[src/rtl/tpg_pkg.sv]
package tpg_pkg;
  typedef enum logic [1:0] {
    PAT_POS   = 2'b00,
    PAT_NEG   = 2'b01,
    PAT_WHITE = 2'b10,
    PAT_BLACK = 2'b11
  } pat_e;
endpackage

[src/rtl/tpg_timing.sv]
module tpg_timing
  import tpg_pkg::*;
#(
  parameter int HW       = 10,
  parameter int VW       = 11,
  parameter int H_TOT_M0 = 800,
  parameter int H_ACT_M0 = 640,
  parameter int H_TOT_M1 = 534,
  parameter int H_ACT_M1 = 424,
  parameter int H_TOT_M2 = 400,
  parameter int H_ACT_M2 = 320,
  parameter int V_TOT_M0 = 525,
  parameter int V_ACT_M0 = 480,
  parameter int V_TOT_M1 = 794,
  parameter int V_ACT_M1 = 720,
  parameter int V_TOT_M2 = 1058,
  parameter int V_ACT_M2 = 960,
  parameter int H_FP     = 16,
  parameter int H_SW     = 61,
  parameter int V_FP     = 10,
  parameter int V_SW     = 2
) (
  input  logic          clk,
  input  logic          rst_n,
  input  logic          en,
  input  logic          dot_en,
  input  logic [1:0]    mode_in,
  input  pat_e          pat_in,
  output logic [HW-1:0] h_cnt,
  output logic [VW-1:0] v_cnt,
  output pat_e          pat_cur,
  output logic          hsync,
  output logic          vsync,
  output logic          blank
);

  logic [HW-1:0] h_q, h_d, h_last, h_act, h_ss, h_se;
  logic [VW-1:0] v_q, v_d, v_last, v_act, v_ss, v_se;
  logic [1:0]    mode_q, mode_d;
  pat_e          pat_q, pat_d;
  logic          line_end, frame_end;

  // per-mode limits
  always_comb begin
    case (mode_q)
      2'b01: begin
        h_last = HW'(H_TOT_M1 - 1);
        h_act  = HW'(H_ACT_M1);
        h_ss   = HW'(H_ACT_M1 + H_FP);
        h_se   = HW'(H_ACT_M1 + H_FP + H_SW);
        v_last = VW'(V_TOT_M1 - 1);
        v_act  = VW'(V_ACT_M1);
        v_ss   = VW'(V_ACT_M1 + V_FP);
        v_se   = VW'(V_ACT_M1 + V_FP + V_SW);
      end
      2'b10: begin
        h_last = HW'(H_TOT_M2 - 1);
        h_act  = HW'(H_ACT_M2);
        h_ss   = HW'(H_ACT_M2 + H_FP);
        h_se   = HW'(H_ACT_M2 + H_FP + H_SW);
        v_last = VW'(V_TOT_M2 - 1);
        v_act  = VW'(V_ACT_M2);
        v_ss   = VW'(V_ACT_M2 + V_FP);
        v_se   = VW'(V_ACT_M2 + V_FP + V_SW);
      end
      default: begin
        h_last = HW'(H_TOT_M0 - 1);
        h_act  = HW'(H_ACT_M0);
        h_ss   = HW'(H_ACT_M0 + H_FP);
        h_se   = HW'(H_ACT_M0 + H_FP + H_SW);
        v_last = VW'(V_TOT_M0 - 1);
        v_act  = VW'(V_ACT_M0);
        v_ss   = VW'(V_ACT_M0 + V_FP);
        v_se   = VW'(V_ACT_M0 + V_FP + V_SW);
      end
    endcase
  end

  assign line_end  = (h_q == h_last);
  assign frame_end = line_end && (v_q == v_last);

  // next state
  always_comb begin
    h_d    = h_q;
    v_d    = v_q;
    mode_d = mode_q;
    pat_d  = pat_q;
    if (!en) begin
      h_d    = '0;
      v_d    = '0;
      mode_d = mode_in;
      pat_d  = pat_in;
    end else if (dot_en) begin
      if (line_end) begin
        h_d = '0;
        if (frame_end) begin
          v_d    = '0;
          mode_d = mode_in;
          pat_d  = pat_in;
        end else begin
          v_d = v_q + 1'b1;
        end
      end else begin
        h_d = h_q + 1'b1;
      end
    end
  end

  always_ff @(posedge clk or negedge rst_n) begin
    if (!rst_n) begin
      h_q    <= '0;
      v_q    <= '0;
      mode_q <= 2'b00;
      pat_q  <= PAT_POS;
    end else begin
      h_q    <= h_d;
      v_q    <= v_d;
      mode_q <= mode_d;
      pat_q  <= pat_d;
    end
  end

  assign h_cnt   = h_q;
  assign v_cnt   = v_q;
  assign pat_cur = pat_q;
  assign hsync   = en && (h_q >= h_ss) && (h_q < h_se);
  assign vsync   = en && (v_q >= v_ss) && (v_q < v_se);
  assign blank   = !en || (h_q >= h_act) || (v_q >= v_act);

  AST_H_BOUND: assert property (@(posedge clk) disable iff (!rst_n)
    en |-> (h_q <= h_last));
  AST_V_BOUND: assert property (@(posedge clk) disable iff (!rst_n)
    en |-> (v_q <= v_last));
  AST_DOT_STALL: assert property (@(posedge clk) disable iff (!rst_n)
    (en && !dot_en) |=> (!en || (h_q == $past(h_q) && v_q == $past(v_q))));
  AST_MODE_HOLD: assert property (@(posedge clk) disable iff (!rst_n)
    (en && !(dot_en && frame_end)) |=> (!en || ($stable(mode_q) && $stable(pat_q))));

endmodule

[config.mk]
export PLATFORM = sky130hd
export DESIGN_NAME = tpg_timing
export DESIGN_NICKNAME = d
export VERILOG_FILES = /design/src/rtl/tpg_pkg.sv /design/src/rtl/tpg_timing.sv
export SDC_FILE = /design/constraint.sdc
export NUM_CORES = 1
export LEC_CHECK = 0
export ABC_CLOCK_PERIOD_IN_PS = 3500
export BUFFER_PORTS_ARGS = -buffer_cell sky130_fd_sc_hd__clkbuf_2
export CAP_MARGIN = 20
export CORE_UTILIZATION = 56
export CTS_CLUSTER_DIAMETER = 120
export DETAILED_ROUTE_END_ITERATION = 6
export PLACE_DENSITY = 0.8
export SYNTH_ARGS = -nofsm -noshare
export SYNTH_HDL_FRONTEND = slang
export SYNTH_SLANG_ARGS = --single-unit
[constraint.sdc]
create_clock -name clk -period 3.5 [get_ports clk]
set_input_delay 0.7 -clock clk [delete_from_list [all_inputs] [get_ports clk]]
set_output_delay 0.7 -clock clk [all_outputs]
set_load 0.05 [all_outputs]
Word level (Yosys, flattened, before mapping)
Cells that the tools add are included.
W data, S select, Z words.
{"block": "word_totals", "in_bits": 8, "out_inout_bits": 26, "wordCells": 52, "ff_bits": 25}
{"block": "classes", "add_sub_neg": 2, "n_reduce_logical": 10, "mux": 23, "magnitude_cmp": 6, "eq_ne": 7}
{"cell": "$pmux W10 S2", "count": 7}
{"cell": "$mux W11", "count": 4}
{"cell": "$mux W10", "count": 3}
{"cell": "$ge A11 B11 Y1", "count": 2}
{"cell": "$pmux W11 S2", "count": 1}
{"cell": "$ge A10 B10 Y1", "count": 2}
{"cell": "$mux W2", "count": 8}
{"cell": "$add A11 B1 Y11 const B", "count": 1}
{"cell": "$eq A11 B11 Y1", "count": 1}
{"cell": "$lt A11 B11 Y1", "count": 1}
{"cell": "$add A10 B1 Y10 const B", "count": 1}
{"cell": "$eq A10 B10 Y1", "count": 1}
{"cell": "$lt A10 B10 Y1", "count": 1}
{"cell": "$ne A2 B1 Y1 const B", "count": 3}
{"cell": "$logic_and A1 B1 Y1", "count": 5}
{"cell": "$reduce_and A3 Y1", "count": 1}
{"cell": "$eq A2 B1 Y1 const B", "count": 1}
{"cell": "$eq A2 B2 Y1 const B", "count": 1}
{"cell": "$logic_or A1 B1 Y1", "count": 2}
{"cell": "$reduce_and A2 Y1", "count": 1}
{"cell": "$logic_not A1 Y1", "count": 1}

Depth between registers and ports, before layout
{"block": "logic_depth", "ltp_word": 8, "ltp_mapped": 9, "depth_no_buf": 9}

Worst setup path before layout
OpenSTA, ideal clock, no wires.
{"block": "synth_path", "kind": "register to output", "startpoint": "register mode_q[0]", "endpoint": "output vsync", "path_slack_ns": -0.074, "path_buffers": 0, "path_stages_with_launch": 8, "t_arrival_ns": 2.874, "required_ns": 2.800, "cell_sequence": "dfrtp_1 -> inv_1 -> ha_1 -> inv_1 -> ha_1 -> a21oi_1 -> o221ai_1 -> nor4_1"}
{"block": "synth_between", "elab_chain_len": 5, "word_cells_on_any_way": 8, "cone_classes": "order compare (2); eq/ne (2); mux (2); reduce/logical (2)"}
{"element": "start: declaration", "line": "tpg_timing.sv:39", "source": "logic [1:0] mode_q, mode_d;"}
{"element": "start signal: assignment", "line": "tpg_timing.sv:118", "source": "mode_q <= mode_d;"}
{"element": "$eq A2 B2 Y1 or $eq A2 B1 Y1 (tied branches)", "line": "tpg_timing.sv:45", "source": "case (mode_q)"}
{"element": "$pmux W10 S2", "line": "tpg_timing.sv:45"}
{"element": "$ge A11 B11 Y1", "line": "tpg_timing.sv:127", "source": "assign vsync = en && (v_q >= v_ss) && (v_q < v_se);"}
{"element": "$logic_and A1 B1 Y1", "line": "tpg_timing.sv:127"}
{"element": "$logic_and A1 B1 Y1 *", "line": "tpg_timing.sv:127"}
{"element": "end: declaration", "line": "tpg_timing.sv:33", "source": "output logic vsync,"}
Mark *: on every way between the ends. The rest lies on a longest branch, timed or not.

Worst setup path after layout
{"block": "layout_path", "startpoint": "register mode_q[0]", "endpoint": "output blank"}
{"block": "layout_between", "elab_chain_len": 5, "word_cells_on_any_way": 8, "cone_classes": "order compare (2); eq/ne (2); mux (2); reduce/logical (2)"}
{"element": "$eq A2 B2 Y1 or $eq A2 B1 Y1 (tied branches)", "line": "tpg_timing.sv:45"}
{"element": "$pmux W10 S2", "line": "tpg_timing.sv:45"}
{"element": "$ge A10 B10 Y1", "line": "tpg_timing.sv:128", "source": "assign blank = !en || (h_q >= h_act) || (v_q >= v_act);"}
{"element": "$logic_or A1 B1 Y1", "line": "tpg_timing.sv:128"}
{"element": "$logic_or A1 B1 Y1 *", "line": "tpg_timing.sv:128"}
{"element": "end: declaration", "line": "tpg_timing.sv:34", "source": "output logic blank"}
Marks and branches as above.

==> flow_results.xml <==
<?xml version="1.0" encoding="UTF-8"?>
<metrics>
  <group name="timing">
    <metric name="timing.slew.headroom" unit="">0.5866</metric>
    <metric name="finalClockSkew" unit="ns">0.01110</metric>
    <metric name="timing.hold.ws" unit="ns">0.3698</metric>
    <metric name="slew_violations" unit="">0</metric>
    <metric name="finalSetupViolCount" unit="">0</metric>
    <metric name="timing_worst_slew_pin_value" unit="ns">0.6200</metric>
    <metric name="timing.final.crit_period" unit="ns">3.280</metric>
    <metric name="hold_viol_final" unit="">0</metric>
    <metric name="timing.setup.tns" unit="ns">0</metric>
    <metric name="timing.final.crit_share" unit="">0.9371</metric>
    <metric name="clock.fmax" unit="GHz">0.3049</metric>
    <metric name="setup_repair_after_global_routing_missed_its_margin" unit="">false</metric>
  </group>
  <group name="finish">
    <metric name="synthToLayoutAreaGrowth" unit="%">12.28</metric>
    <metric name="layout_common_cells" unit="">clkbuf_2 (33), dfrtp_1 (25), ha_1 (21)</metric>
    <metric name="antenna_diode_count" unit="">0</metric>
    <metric name="final_common_cell" unit="">clkbuf_2</metric>
    <metric name="fraction_of_the_core_area_covered_by_cells_at_the_end_of_the_flow" unit="">0.6804</metric>
    <metric name="post_route_cells_drive_above_1_share" unit="">0.2049</metric>
    <metric name="num-nets-final" unit="">274</metric>
  </group>
  <group name="detailed_routing">
    <metric name="routed_wl" unit="microns">4026</metric>
    <metric name="drc_errors" unit="">0</metric>
    <metric name="drt-pass1-iter-count" unit="">4</metric>
    <metric name="dr.first_iter.drc_count" unit="">107</metric>
    <metric name="met2_length" unit="microns">1846</metric>
    <metric name="routed_length_on_met1" unit="microns">2036</metric>
    <metric name="routed.top_layer" unit="">met4</metric>
    <metric name="final_antenna_net_count" unit="">0</metric>
    <metric name="drt-vias-per-instance" unit="">5.729</metric>
    <metric name="route.met3.wl" unit="microns">123</metric>
    <metric name="num_vias" unit="">1650</metric>
    <metric name="wl_per_cell" unit="microns">13.98</metric>
  </group>
  <group name="synthesis">
    <metric name="synth_top_flop_cell" unit="">dfrtp_1</metric>
    <metric name="synth_enable_flop_cells" unit="">0</metric>
    <metric name="synth_area" unit="sq um">1896</metric>
    <metric name="synthArstFlopShare" unit="">1.000</metric>
    <metric name="synth_top_area_cell" unit="">dfrtp_1</metric>
    <metric name="ys_types" unit="">55</metric>
    <metric name="synthDominantCellAreaShare" unit="">0.3300</metric>
    <metric name="register_bit_count_reported_by_yosys" unit="">25</metric>
    <metric name="synthCells" unit="">210</metric>
    <metric name="cell_types_with_the_largest_area_share_after_synthesis" unit="">dfrtp_1 (33%), ha_1 (14%), nand2_1 (4.0%), xnor2_1 (3.7%), nor2_1 (3.6%)</metric>
    <metric name="postSynthAreaPerCell" unit="sq um">9.027</metric>
    <metric name="yosys_warnings" unit="">0</metric>
    <metric name="postSynthNetCount" unit="">239</metric>
    <metric name="synth-seq-area-share" unit="">0.3300</metric>
  </group>
  <group name="global_routing">
    <metric name="grt_start_max_net_pins" unit="">26</metric>
    <metric name="global_route.usage.total" unit="">0.2423</metric>
    <metric name="grt_pass1_wl" unit="microns">6679</metric>
    <metric name="number_of_antenna_violations_at_the_first_check_in_global_routing" unit="">0</metric>
    <metric name="via_count_of_the_first_global_routing_pass" unit="">1488</metric>
    <metric name="globalRouteOverflowTotal" unit="">0</metric>
  </group>
  <group name="pwr">
    <metric name="power_density_over_the_cells" unit="nW/um^2">309.4</metric>
    <metric name="clock_power_share" unit="">0.194</metric>
    <metric name="comb_power_share" unit="">0.294</metric>
    <metric name="p_leak" unit="nW">0.9553</metric>
    <metric name="vdd_drop_max" unit="mV">0.2616</metric>
    <metric name="seqPwrFrac" unit="">0.511</metric>
    <metric name="internal_power" unit="uW">415.2</metric>
    <metric name="netSwitchingPower" unit="uW">243.4</metric>
    <metric name="power_switching_share" unit="">0.3695</metric>
  </group>
  <group name="clock_network">
    <metric name="cts_tree" unit="">done</metric>
    <metric name="h-tree-depth" unit="">1</metric>
    <metric name="clockRootBuffer" unit="">clkbuf_4</metric>
    <metric name="post_cts_resize_count" unit="">0</metric>
    <metric name="cts-buffers-inserted" unit="">3</metric>
    <metric name="cts.clk_slew.worst_paths" unit="ns">0.14</metric>
    <metric name="cts.sink_count" unit="">25</metric>
    <metric name="cts-root-to-sink-buffers" unit="">2</metric>
    <metric name="cts_hold_bufs" unit="">0</metric>
    <metric name="worst_skew_pair.late_latency" unit="ns">0.31</metric>
    <metric name="cts_post_setup_buffers_inserted" unit="">0</metric>
  </group>
  <group name="place">
    <metric name="gpl.final_weighted_congestion" unit="">0.8909</metric>
    <metric name="io_buffer_count" unit="">33</metric>
    <metric name="dp_hpwl" unit="microns">3121</metric>
  </group>
  <group name="floorplan">
    <metric name="die_boundary_height" unit="microns">60.18</metric>
    <metric name="design.die.area" unit="sq um">3622</metric>
    <metric name="core_area" unit="sq um">3128</metric>
    <metric name="design.portCount" unit="">34</metric>
    <metric name="rows" unit="">20</metric>
    <metric name="start_util" unit="">0.6060</metric>
    <metric name="die_width" unit="microns">60.18</metric>
  </group>
  <group name="job">
    <metric name="max-cap-violations" unit="">0</metric>
  </group>
  <group name="critical_path">
    <metric name="crit_type" unit="">flop to output port</metric>
    <metric name="timing.critical_path.fanout_max" unit="">6</metric>
    <metric name="startpoint_type" unit="">flop</metric>
    <metric name="end_kind" unit="">output port</metric>
    <metric name="critPathRequiredTime" unit="ns">2.80</metric>
    <metric name="wp_data_arrival" unit="ns">2.58</metric>
    <metric name="startpoint" unit="">mode_q[0]</metric>
    <metric name="worst_r2r_startpoint" unit="">mode_q[1]</metric>
  </group>
  <group name="outcome">
    <metric name="outcome" unit="">complete, no violations</metric>
  </group>
  <group name="worst_hold_path">
    <metric name="holdCritPathClass" unit="">input port to asynchronous set/reset pin</metric>
  </group>
</metrics>
==> power groups by stage <==
stage	sequential [mW]	clock, mW	combinational (mW)
2_1_floorplan	0.380	0	0.105
4_1_cts	0.336	0.134	0.194
5_1_grt	0.342	0.143	0.215
3_3_place_gp	0.341	0	0.191
6_report	0.337	0.128	0.194
3_5_place_dp	0.342	0	0.194
==> state kept, by name, summed over array words and instances, names as in the netlist <==
register,cells
v_cnt,11
pat_cur,2
h_cnt,10
mode_q,2
==> routing by layer <==
layer,up-vias,global-route usage
met5,-,0
met4,0,0.04651
met3,2,0.02814
met2,33,0.3909
met1,779,0.3477
li1,836,-
==> kinds of logic (layout without fill, tap and decap cells) <==
| family | count (synthesis) | in the layout | share of synthesized area |
|---|---|---|---|
| AO/OA/AOI/OAI | 51 | 51 | 0.1894 |
| adder cells (fa/ha/maj) | 21 | 21 | 0.1386 |
| AND/OR/NAND/NOR | 82 | 82 | 0.2363 |
| XOR/XNOR | 9 | 9 | 0.04159 |
| flip-flops | 25 | 25 | 0.3300 |
| multiplexers | 4 | 4 | 0.02376 |
| buffers and inverters | 18 | 52 | 0.04026 |
==> through the flow <==
stage	worst slack, ns	std cells	area, sq um	total power [mW]
6_report	0.2202	288	2128	0.6586
5_1_grt	0.08406	288	2128	0.6998
4_1_cts	0.1958	288	2128	0.6641
3_5_place_dp	0.5595	284	2102	0.5358
3_3_place_gp	0.5851	284	2102	0.5323
2_1_floorplan	0.1356	210	1902	0.4852
==> cell usage after synthesis (5+ instances only) <==
cell and instances:
nor2_1 18, ha_1 21, nand2_1 20, o21ai_0 9
nor3_1 5, dfrtp_1 25, xnor2_1 8, nand3_1 6
inv_1 15, nand3b_1 6, a21oi_1 10
==> area by class of cell <==
type	count	area, sq um
multi-input combinational	167	1200
timing repair buffer	33	165.2
sequential	25	625.6
inverter	15	56.30
tap	44	55.05
clock buffer	4	26.28
fill	267	999.7
==> critical path, cell delays in order (launching register included) <==
cell	delay, ns
dfrtp_1	0.44
ha_1	0.31
ha_1	0.32
or4b_2	0.58
nand3b_1	0.11
a21oi_1	0.07
o211ai_1	0.16
clkbuf_2	0.30
==> final timing paths <==
check	endpoint	cells after the start	slack, ns
worst max-delay path	blank	7	0.22
worst min-delay path	h_cnt[7]	1	0.37
worst max register to register	v_cnt[7]	8	0.60
worst min register to register	pat_cur[1]	1	0.53
max in group asynchronous	v_cnt[10]	1	2.72
min in group clk	pat_cur[1]	1	0.53
Note: power is estimated with default switching activity, not from simulation.
